[src/rtl/simd_add_pkg.sv]
package simd_add_pkg;

  parameter int VEC_W  = 128;
  parameter int SEG_W  = 8;
  localparam int NUM_SEG = VEC_W / SEG_W;
  localparam int NUM_CUT = NUM_SEG - 1;
  localparam int MODE_W  = 3;

  typedef enum logic [MODE_W-1:0] {
    MODE_B8     = 3'd0,
    MODE_H16    = 3'd1,
    MODE_W32    = 3'd2,
    MODE_D64    = 3'd3,
    MODE_NARROW = 3'd4,
    MODE_WIDEN  = 3'd5,
    MODE_RSV6   = 3'd6,
    MODE_RSV7   = 3'd7
  } addMode_t;

  typedef struct packed {
    logic               load;
    logic               widen;
    logic               narrow;
    logic               blank;
    logic [NUM_CUT-1:0] cut;
  } ctrlStrobes_t;

endpackage

[src/rtl/simd_add_ctrl.sv]
module simd_add_ctrl
  import simd_add_pkg::*;
(
  input  logic              inValid,
  input  logic [MODE_W-1:0] inMode,
  output ctrlStrobes_t      strobes
);

  logic [NUM_CUT-1:0] cut8;
  logic [NUM_CUT-1:0] cut16;
  logic [NUM_CUT-1:0] cut32;
  logic [NUM_CUT-1:0] cut64;

  // One mask per lane width: bit i is set when the byte boundary above
  // segment i is also a lane boundary.
  for (genvar i = 0; i < NUM_CUT; i++) begin : g_cutMask
    localparam logic At16 = ((i + 1) % 2) == 0;
    localparam logic At32 = ((i + 1) % 4) == 0;
    localparam logic At64 = ((i + 1) % 8) == 0;
    assign cut8[i]  = 1'b1;
    assign cut16[i] = At16;
    assign cut32[i] = At32;
    assign cut64[i] = At64;
  end

  always_comb begin
    strobes        = '0;
    strobes.load   = inValid;
    unique case (addMode_t'(inMode))
      MODE_B8:     strobes.cut = cut8;
      MODE_H16:    strobes.cut = cut16;
      MODE_W32:    strobes.cut = cut32;
      MODE_D64:    strobes.cut = cut64;
      MODE_NARROW: begin
        strobes.cut    = cut32;
        strobes.narrow = 1'b1;
      end
      MODE_WIDEN: begin
        strobes.cut   = cut32;
        strobes.widen = 1'b1;
      end
      default: begin
        strobes.cut   = cut8;
        strobes.blank = 1'b1;
      end
    endcase
  end

endmodule

[src/rtl/simd_add_datapath.sv]
module simd_add_datapath
  import simd_add_pkg::*;
(
  input  logic             clk,
  input  logic             rst,
  input  ctrlStrobes_t     strobes,
  input  logic [VEC_W-1:0] opA,
  input  logic [VEC_W-1:0] opB,
  output logic             resValid,
  output logic [VEC_W-1:0] resData
);

  localparam int WORD_W  = 32;
  localparam int HALF_W  = 16;
  localparam int NUM_WRD = VEC_W / WORD_W;

  logic [VEC_W-1:0]   wideA;
  logic [VEC_W-1:0]   wideB;
  logic [VEC_W-1:0]   srcA;
  logic [VEC_W-1:0]   srcB;
  logic [VEC_W-1:0]   rawSum;
  logic [VEC_W-1:0]   narrowSum;
  logic [VEC_W-1:0]   nextRes;
  logic [NUM_SEG-1:0] carryIn;
  logic [NUM_SEG-1:0] segBreak;

  // Widening prep: sign-extend the low halfword elements to words.
  for (genvar k = 0; k < NUM_WRD; k++) begin : g_widen
    assign wideA[k*WORD_W +: WORD_W] =
      {{HALF_W{opA[k*HALF_W + HALF_W - 1]}}, opA[k*HALF_W +: HALF_W]};
    assign wideB[k*WORD_W +: WORD_W] =
      {{HALF_W{opB[k*HALF_W + HALF_W - 1]}}, opB[k*HALF_W +: HALF_W]};
  end

  assign srcA = strobes.widen ? wideA : opA;
  assign srcB = strobes.widen ? wideB : opB;

  // Segment 0 never takes a carry; the others take one unless cut.
  assign segBreak   = {strobes.cut, 1'b1};
  assign carryIn[0] = 1'b0;

  for (genvar i = 0; i < NUM_SEG; i++) begin : g_seg
    logic segCin;
    assign segCin = carryIn[i] & ~segBreak[i];
    if (i < NUM_SEG - 1) begin : g_mid
      logic [SEG_W:0] segSum;
      assign segSum = {1'b0, srcA[i*SEG_W +: SEG_W]}
                    + {1'b0, srcB[i*SEG_W +: SEG_W]}
                    + {{SEG_W{1'b0}}, segCin};
      assign rawSum[i*SEG_W +: SEG_W] = segSum[SEG_W-1:0];
      assign carryIn[i+1]             = segSum[SEG_W];
    end else begin : g_top
      assign rawSum[i*SEG_W +: SEG_W] = srcA[i*SEG_W +: SEG_W]
                                      + srcB[i*SEG_W +: SEG_W]
                                      + {{(SEG_W-1){1'b0}}, segCin};
    end
  end

  // Narrowing: keep the low half of each word sum, pack it from bit 0 up.
  for (genvar k = 0; k < NUM_WRD; k++) begin : g_narrow
    assign narrowSum[k*HALF_W +: HALF_W] = rawSum[k*WORD_W +: HALF_W];
  end
  assign narrowSum[VEC_W-1:NUM_WRD*HALF_W] = '0;

  always_comb begin
    if (strobes.blank)       nextRes = '0;
    else if (strobes.narrow) nextRes = narrowSum;
    else                     nextRes = rawSum;
  end

  always_ff @(posedge clk) begin
    if (rst) begin
      resValid <= 1'b0;
      resData  <= '0;
    end else begin
      resValid <= strobes.load;
      if (strobes.load) resData <= nextRes;
    end
  end

endmodule

[src/rtl/simd_lane_adder.sv]
module simd_lane_adder
  import simd_add_pkg::*;
(
  input  logic              clk,
  input  logic              rst,
  input  logic              inValid,
  input  logic [MODE_W-1:0] inMode,
  input  logic [VEC_W-1:0]  inOpA,
  input  logic [VEC_W-1:0]  inOpB,
  output logic              outValid,
  output logic [VEC_W-1:0]  outResult
);

  ctrlStrobes_t strobes;

  simd_add_ctrl ctrl_i (
    .inValid (inValid),
    .inMode  (inMode),
    .strobes (strobes)
  );

  simd_add_datapath dp_i (
    .clk      (clk),
    .rst      (rst),
    .strobes  (strobes),
    .opA      (inOpA),
    .opB      (inOpB),
    .resValid (outValid),
    .resData  (outResult)
  );

endmodule

[config.mk]
export PLATFORM = sky130hd
export DESIGN_NAME = simd_lane_adder
export DESIGN_NICKNAME = d
export VERILOG_FILES = /design/src/rtl/simd_add_pkg.sv /design/src/rtl/simd_add_ctrl.sv /design/src/rtl/simd_add_datapath.sv /design/src/rtl/simd_lane_adder.sv
export SDC_FILE = /design/constraint.sdc
export NUM_CORES = 1
export LEC_CHECK = 0
export BUFFER_PORTS_ARGS = -buffer_cell sky130_fd_sc_hd__buf_2
export CAP_MARGIN = 30
export CORE_AREA = 2 2 154 156
export CTS_CLUSTER_SIZE = 30
export DETAILED_ROUTE_END_ITERATION = 12
export DIE_AREA = 0 0 156 158
export PLACE_DENSITY = 0.81
export SETUP_SLACK_MARGIN = 0.4
export SLEW_MARGIN = 25
export SYNTH_ARGS = -nofsm -noshare
export SYNTH_HDL_FRONTEND = slang
export SYNTH_SLANG_ARGS = --single-unit
[constraint.sdc]
create_clock -name clk -period 48.3 [get_ports clk]
set_clock_uncertainty 0.2 [all_clocks]
set_input_delay 2.415 -clock clk [delete_from_list [all_inputs] [get_ports clk]]
set_output_delay 2.415 -clock clk [all_outputs]
set_load 0.01 [all_outputs]
==> results by stage, run 1 <==
Floorplan:
- The die extent in x is 156 um.
- The initial utilization of the core area, before any placement, comes to 50.7%.
- The core footprint is 0.0231 sq mm.
- The count of boundary I/O pins is 391.
- The initialized floorplan defines 56 standard-cell rows.
- The floorplan step defined a die boundary enclosing 0.0246 sq mm.
- From bottom edge to top edge, the die measures 158 um.

Placed design:
- Once placement completed, the tool counted placed cells totaling 2310.
- The final RePlAce weighted congestion is 0.941.
- After detailed placement, the total cell area comes to 0.0138 sq mm.
- The number of buffers added on ports is 390.
- Timing analysis after detailed placement gives a worst setup slack of 29.78 ns.
- Once detailed placement completed, the half-perimeter wirelength came to 31200 um.

Hold path:
- The class of the worst hold path is reg -> reg.
- The worst hold path was traced through 2 stages.
- The worst min-delay path endpoint is dp_i.resData[62].
- The beginning of the worst hold path is dp_i.resData[62].

Setup path:
- The number of buffer and inverter instances along the worst setup path is 4.
- The slowest stage of the critical path belongs to the cell sky130_fd_sc_hd__buf_4.
- Broken down by cell family, the worst path's largest delay share belongs to adder cells.
- The kind of start point of the critical path is an input port.
- Of all nets on the critical path, the largest fanout is 75.
- The start of the worst register-to-register path is dp_i.resData[55].
- The endpoint class of the critical path is a flop.
- Data on the critical path is required at its endpoint by 48.36 ns.
- The category of the critical setup timing path is in -> reg.
- The signal arrival time at the worst endpoint is 18.36 ns.
- For flop-to-flop paths, the worst setup slack is 47.22 ns.
- The worst flop-to-flop path endpoint is dp_i.resData[55].
- In this design, the stage delay of the slowest critical-path cell is 0.65 ns.
- The worst-case reg-to-reg path depth is 2.

Synthesis:
- The number of cells produced by synthesis is 1706.
- The most frequent cell after synthesis is sky130_fd_sc_hd__nand2_1.
- Yosys printed 0 warnings.
- Counting instances in the post-synthesis netlist gives the leading cell types as sky130_fd_sc_hd__nand2_1 (614), sky130_fd_sc_hd__dfxtp_1 (129), sky130_fd_sc_hd__nor2_1 (116).
- Of the post-synthesis cell area, the dominant cell type holds 22.1%.
- Of the synthesized area, sequential elements account for 22.1%.
- The synthesized area divided by synthesized cell count is 6.86 sq um.
- The top flip-flop cell by instance count after synthesis is sky130_fd_sc_hd__dfxtp_1.
- The cell area after technology mapping is 0.0117 sq mm.
- Synthesis produced a netlist with a net count of 2110.
- The synthesized design contains 129 register bits.
- The fraction of registers with async set/reset is 0%.
- By area the synthesized netlist is led by sky130_fd_sc_hd__dfxtp_1 (22%), sky130_fd_sc_hd__nand2_1 (20%), sky130_fd_sc_hd__ha_1 (12%).
- Counting flops with a built-in enable in the synthesized netlist gives 0.
- The synthesized netlist contains 62 unique library cells.
- The biggest area contributor in the post-synthesis netlist is sky130_fd_sc_hd__dfxtp_1.

Finish:
- The area overhead of the layout relative to synthesis is 22.6%.
- 0 antenna diodes ended up in the layout.
- After the flow finishes, the layout carries non-filler instances totaling 2342.
- The layout net count is 2443.
- The finished cells cover 0.0143 sq mm.
- The ratio of cells with drive above 1 in the final layout is 21.8%.

STA:
- The final-report setup violation count is 0.
- The fmax is 54.6 MHz.
- The setup TNS is 0 ns.
- The time the worst path needs with I/O delays and setup is 18.30 ns.
- The relative slew slack is 34.0%.
- Setup repair after global routing left no endpoint under its margin.
- The period utilization is 37.9%.
- The max-slew violation count is 0.
- The least setup slack across all paths after layout is 30.00 ns.
- For the pin with the worst max-slew slack, the measured transition is 0.990 ns.
- The final-report hold violation count is 0.

Run:
- The number of violations of the max-capacitance limit is 0.

Route:
- In the final routed layout, each cell accounts on average for 17.5 um.
- The post-detailed-route count of antenna-violating nets is 0.
- The initial DRC count is 878.
- For this block, the via count after detailed routing is 13398.
- In the routed design, unresolved DRC markers number 0.
- After detailed routing, the number of vias per cell comes to 5.72.
- The routed wire length is 40900 um.
- The pre-antenna-repair detailed-routing pass consisted of 5 iterations.

Status:
- The run finished with clean final reports.

Pwr:
- The total power is 0.416 mW.
- The maximum vdd ir drop is 0.0000201 V.
- In this run the static leakage power is 7.66 nW.
- In this run the power density over the cells is 29.0 mW/mm^2.

Clocking:
- The clock tree root driver cell is sky130_fd_sc_hd__clkbuf_16.
- In this run the deepest clock path goes through 2 buffers.
- After clock tree synthesis, the setup repair step added 0 buffers.
- The clock-pin transition on the worst setup and hold timing paths is 0.06 ns.
- The H-tree generated during clock tree synthesis spans 4 levels.
- Clock latency on the worst-skew pair, taken at its later pin, is 0.41 ns.
- Gates resized during post-CTS repair numbered 0.
- The total CTS buffers is 17.
- The TritonCTS clock tree is yes.
- In this run, post-CTS hold repair placed 0 buffers.
- The clock drives 129 sinks.

Global route:
- The final global-route overflow total is 0.
- The initial antenna violation count is 1.
- Global routing used 32.2% of the available tracks across all layers.
- Entering global routing, the biggest net connects 90 pins.
- The global-route wire length before repair is 62600 um.
- The number of global-route vias before repair was 12578.
-- per-stage QoR --
| stage | hold slack, ns | utilization [%] |
|---|---|---|
| floorplan | 0.276 | - |
| global placement | 0.231 | 59.5 |
| detailed placement | 0.242 | 59.8 |
| finish | 0.259 | 62.2 |
| CTS | 0.255 | 62.2 |
| global route | 0.273 | 62.2 |
-- worst max-delay path by stage --
| stage | from | end | cells past startpoint |
|---|---|---|---|
| 2_1_floorplan | inMode[1] | dp_i.resData[126] | 72 |
| 3_3_place_gp | inMode[2] | dp_i.resData[126] | 66 |
| 3_5_place_dp | inMode[1] | dp_i.resData[126] | 66 |
| 4_1_cts | inMode[2] | dp_i.resData[126] | 66 |
| 5_1_grt | inMode[1] | dp_i.resData[126] | 66 |
| 6_report | inMode[1] | dp_i.resData[126] | 66 |
-- sequential cells by signal (all words and copies together) (netlist names) --
signal	cells
dp_i.resValid	1
dp_i.resData	128
-- worst register-to-register path, cell delays in order, from the launching register on --
cell and delay [ns]:
sky130_fd_sc_hd__dfxtp_1 0.33, sky130_fd_sc_hd__a222oi_1 0.34, sky130_fd_sc_hd__nor2_1 0.06
-- where the power goes --
part | internal [mW] | switching, mW | total [mW] | leakage, nW
Clock | 0.0721 | 0.0530 | 0.125 | 0.265
Sequential | 0.117 | 0.00620 | 0.123 | 1.06
Combinational | 0.0708 | 0.0970 | 0.168 | 6.34
-- metal layers --
layer  part of all wire [%]  track usage, %
met1                     40            38.2
met2                     47            55.9
met3                    7.9            6.02
met4                    4.2            15.9
met5                  0.049               0
-- cell families after synthesis --
family,after synthesis,share of synthesized area (%)
AO/OA/AOI/OAI,367,20.5
XOR/XNOR,74,5.54
adder cells (fa/ha/maj),142,17.1
buffers and inverters,128,4.61
flip-flops,129,22.1
multiplexers,6,0.513
AND/OR/NAND/NOR,860,29.7
-- cell type report --
class	count	area [sq um]
tap	290	363
clock inverter	13	115
sequential	129	2580
timing repair buffer	403	2100
multi-input combinational	1449	8590
fill	2143	8710
inverter	39	148
clock buffer	19	443
-- cell usage in the layout, fill, tap and decap left out, drive strengths merged, types with 5 or more instances in the layout --
cell / count
clkbuf: 19
clkinv: 9
xor2: 27
nor3: 43
dfxtp: 129
a221oi: 14
a31oi: 11
nand2: 614
o211ai: 17
buf: 403
a22oi: 32
a21oi: 101
o21bai: 14
or3: 7
nor2b: 14
inv: 38
a21o: 18
a22o: 10
o21a: 17
nor2: 119
ha: 112
a21boi: 6
xnor2: 47
mux2i: 6
and3: 5
fa: 30
a211oi: 14
nand2b: 10
o21ai: 78
nand3: 34
(Power assumes the default switching activity.)
==> run 2, diff against run 1 <==
--- a/config.mk
+++ b/config.mk
@@ -5,13 +5,14 @@
 export SDC_FILE = /design/constraint.sdc
 export NUM_CORES = 1
 export LEC_CHECK = 0
+export ABC_AREA = 1
 export BUFFER_PORTS_ARGS = -buffer_cell sky130_fd_sc_hd__buf_2
 export CAP_MARGIN = 30
-export CORE_AREA = 2 2 154 156
+export CORE_MARGIN = 2
+export CORE_UTILIZATION = 48
 export CTS_CLUSTER_SIZE = 30
 export DETAILED_ROUTE_END_ITERATION = 12
-export DIE_AREA = 0 0 156 158
-export PLACE_DENSITY = 0.81
+export PLACE_DENSITY = 0.79
 export SETUP_SLACK_MARGIN = 0.4
 export SLEW_MARGIN = 25
 export SYNTH_ARGS = -nofsm -noshare
==> constraint.sdc (replaced) <==
create_clock -name clk -period 15.1 [get_ports clk]
set_clock_uncertainty 0.2 [all_clocks]
set_input_delay 0.755 -clock clk [delete_from_list [all_inputs] [get_ports clk]]
set_output_delay 0.755 -clock clk [all_outputs]
set_load 0.01 [all_outputs]
==> run 2 against run 1 <==
Compared with the run above: synthesized cell count rose by 20%; register-to-register slack got worse by 33 ns; utilization fell by 3.6 points; synthesized area rose by 7.4%; clock-buffer cell count fell by 1; final cell count rose by 16%; highest routed layer is now met4; critical path type unchanged.
==> results by stage, run 2 <==
Route:
- The vias per cell is 5.43.
- The average wire per cell in the routed design is 16.5 um.
- The routed wire length is 44800 um.
- For this run, design rule violations remaining after detail routing come to 0.
- The post-detailed-route count of antenna-violating nets is 0.
- The initial DRC count is 1134.
- The first-pass iteration count of the detailed router is 6.
- The via count of the routed design is 14797.

Pwr:
- Dividing total power by cell area gives a power density of 90.5 mW/mm^2.
- The leakage power of the design is 8.61 nW.
- The maximum vdd ir drop is 0.0000600 V.

Global route:
- The maximum number of pins on one net before global-route repair is 85.
- The initial antenna violation count was 3.
- The number of global-route vias before repair is 14052.
- For this run, the total global-route usage over all layers was measured as 31.5%.
- The first global-routing pass estimated 70700 um of wire.
- After global routing the overflow that remains totals 0.

Synthesis:
- Sequential cells were found to cover 20.6% of the synthesized design area.
- After Yosys synthesis, full adders, half adders and majority gates account for 15.9% of the synthesized area.
- The portion of synthesized area spent on multiplexers is 0%.
- The cell area after technology mapping is 0.0126 sq mm.
- Of the total synthesized cell area, the portion taken by AND, OR, NAND and NOR gates is 32.2%.
- The register bit total from synthesis is 129.
- The number of cells produced by synthesis is 2043.
- During synthesis, Yosys emitted a total of 0 warnings.
- After synthesis, the cell types taking the most area are sky130_fd_sc_hd__nand2_1 (21%), sky130_fd_sc_hd__dfxtp_1 (21%), sky130_fd_sc_hd__ha_1 (11%).
- Summed over its instances, the top area cell type makes up 20.9% of the synthesized netlist area.
- The most used flip-flop cell after synthesis is sky130_fd_sc_hd__dfxtp_1.
- The combinational family with the most area after synthesis is simple AND/OR/NAND/NOR gates.
- The most frequent cell after synthesis is sky130_fd_sc_hd__nand2_1.
- The xor and xnor fraction of the mapped netlist area is 1.81%.
- The post-synth net total is 2447.
- The synthesized area divided by synthesized cell count is 6.15 sq um.
- Counting instances in the post-synthesis netlist gives the leading cell types as sky130_fd_sc_hd__nand2_1 (699), sky130_fd_sc_hd__inv_1 (267), sky130_fd_sc_hd__a21oi_1 (192).
- In this run, distinct cell masters in the synthesized netlist total 43.
- The share of the synthesized area in compound gates (AO/OA/AOI/OAI) is 17.6%.
- The library cell occupying the most area in the post-synthesis netlist is sky130_fd_sc_hd__nand2_1.
- After synthesis, the share of flip-flops with an asynchronous set or reset is 0%.
- Counting flops with a built-in enable in the synthesized netlist gives 0.

Placed design:
- Summing all placed instances gives a cell area of 0.0146 sq mm.
- Before CTS, the worst setup slack after placement is 1.12 ns.
- The number of buffers added on ports is 390.
- The final RePlAce weighted congestion is 0.933.
- The HPWL after detailed placement is 33900 um.

Clocking:
- Clock-pin slew was measured on the worst setup and hold paths at 0.07 ns.
- The hold-fix buffer count after cts is 0.
- The clock passes through at most 2 buffers.
- CTS placed an instance of sky130_fd_sc_hd__clkbuf_16 at the clock tree root.
- The TritonCTS clock tree is yes.
- The number of levels in the clock H-tree is 4.
- The post-CTS repair timing setup buffer count is 0.
- The later pin in the worst-skew pair is clocked with a latency of 0.42 ns.
- The number of clock sinks is 129.
- The total CTS buffers is 17.
- The number of gates resized after cts is 0.

Finish:
- The largest registers in the layout are dp_i.resData x128, dp_i.resValid x1.
- The register containing the most flip-flops in the final layout is dp_i.resData.
- The total non-filler cell area in the finished layout is 0.0152 sq mm.
- Leaving out fill and tap cells, the most frequent cell in the layout is sky130_fd_sc_hd__nand2_1.
- Once layout is complete, the utilization of the core stands at 58.6%.
- The area overhead of the layout relative to synthesis is 20.9%.
- The ratio of cells with drive above 1 in the final layout is 19.9%.
- The number of flip-flops under the largest register name is 128.
- The layout net count is 2778.
- Leaving out fill and tap cells, the most frequent cells in the layout are sky130_fd_sc_hd__nand2_1 (699), sky130_fd_sc_hd__buf_2 (389), sky130_fd_sc_hd__inv_1 (266).

Hold path:
- The class of the worst hold path is reg -> reg.
- In this run the most critical hold path is launched from dp_i.resData[76].
- For hold timing, the worst endpoint is dp_i.resData[76].
- The worst hold path was traced through 2 stages.

Setup path:
- In this design, the critical path's most frequently occurring cell is sky130_fd_sc_hd__fa_1.
- For the worst setup path, the data arrival time is 13.85 ns.
- The endpoint class of the critical path is a flop.
- STA classifies the critical path startpoint as an input port.
- On the worst path, the slowest cell contributes a delay of 0.51 ns.
- The critical path data required time is 15.25 ns.
- The start of the worst register-to-register path is dp_i.resData[61].
- Across all register-to-register paths, the minimum setup slack is 14.11 ns.
- In this run the critical register-to-register path is captured at dp_i.resData[61].
- The cell with the biggest individual delay on the critical path is sky130_fd_sc_hd__fa_1.
- For the worst flop-to-flop path, the logic depth is 4.
- The category of the critical setup timing path is in -> reg.
- Along the worst path, the maximum fanout reaches 31.

STA:
- The period utilization is 90.7%.
- The relative slew slack is 32.3%.
- The final-report hold violation count was 0.
- In the final timing run, aggregate negative setup slack is 0 ns.
- The tightest hold path in the finished design has a slack of 0.264 ns.
- The max-slew violation count is 0.
- At the pin with the least slew margin, the transition time is 1.01 ns.
- The routed design could run at a clock period as short as 13.70 ns.
- Based on the critical path, the design can be clocked at up to 73.0 MHz.
- The least setup slack across all paths after layout is 1.40 ns.
- The final-report setup violation count is 0.
- Setup repair after global routing left no endpoint under its margin.

Status:
- The flow ran to the end, and the final reports show no timing, DRC or antenna violations.

Floorplan:
- 391 I/O pins were placed.
- The starting utilization of the core area is 48.5%.
- The die outline area is 0.0275 sq mm.
- Measured along the y axis, the die boundary spans 166 um.
- The cell row count is 59.
- The total area inside the core boundary comes to 0.0259 sq mm.
- The die is 166 um wide.

Run:
- The number of violations of the max-capacitance limit is 0.
-- run 2: cell types whose count changed after synthesis, sizes merged, moves of 17 or more --
cell / change
a21oi: +91
a22oi: -31
inv: +234
nand2: +90
nand3: +119
nand4: +24
nor2: -80
nor3: -35
o21ai: +108
or2: +21
xnor2: -31
xor2: -17
-- run 2: worst max path at each step --
stage,slack (ns),endpoint,cells after the start,from
after floorplan,2.21,dp_i.resData[124],68,inMode[1]
after global placement,1.32,dp_i.resData[124],68,inMode[1]
after detailed placement,1.12,dp_i.resData[126],69,inMode[1]
after CTS,1.50,dp_i.resData[126],69,inMode[1]
after global routing,0.46,dp_i.resData[126],69,inMode[1]
final,1.40,dp_i.resData[126],69,inMode[1]
-- run 2: critical path, delay by kind of cell --
kind                     cells  cell delay, ns
AO/OA/AOI/OAI               14            1.99
buffers and inverters        8            0.71
XOR/XNOR                     1            0.16
adder cells (fa/ha/maj)     16            6.98
AND/OR/NAND/NOR             30            3.23
-- run 2: cell type report --
class	instances	area (sq um)
antenna	3	7.51
multi-input combinational	1552	8500
inverter	273	1030
clock buffer	18	439
tap	335	419
timing repair buffer	401	2040
fill	2564	10700
clock inverter	13	163
sequential	129	2580
-- run 2: cell families after synthesis --
kind of cell,Yosys count
buffers and inverters,362
AND/OR/NAND/NOR,965
AO/OA/AOI/OAI,419
flip-flops,129
XOR/XNOR,26
adder cells (fa/ha/maj),142
-- run 2: report_power, final --
group	internal [mW]	switching, mW	leakage (nW)
sequential	0.373	0.0186	1.06
clock	0.264	0.179	0.288
combinational	0.208	0.331	7.27
-- run 2: metrics by stage --
stage,instances,power (mW)
5_1_grt,2724,1.46
3_3_place_gp,2689,0.915
2_1_floorplan,2043,0.757
3_5_place_dp,2689,0.927
6_report,2724,1.37
4_1_cts,2720,1.37
-- run 2: metal layers --
metal / part of all wire [%] / global-route usage (%) / wire (um) / up-vias
met3: 6.8 / 4.41 / 3050 / 93
met1: 41 / 38.9 / 18600 / 6797
met4: 3.0 / 11.0 / 1340 / 0
met2: 49 / 56.0 / 21900 / 632
met5: 0 / 0 / 0 / -
li1: - / - / - / 7275
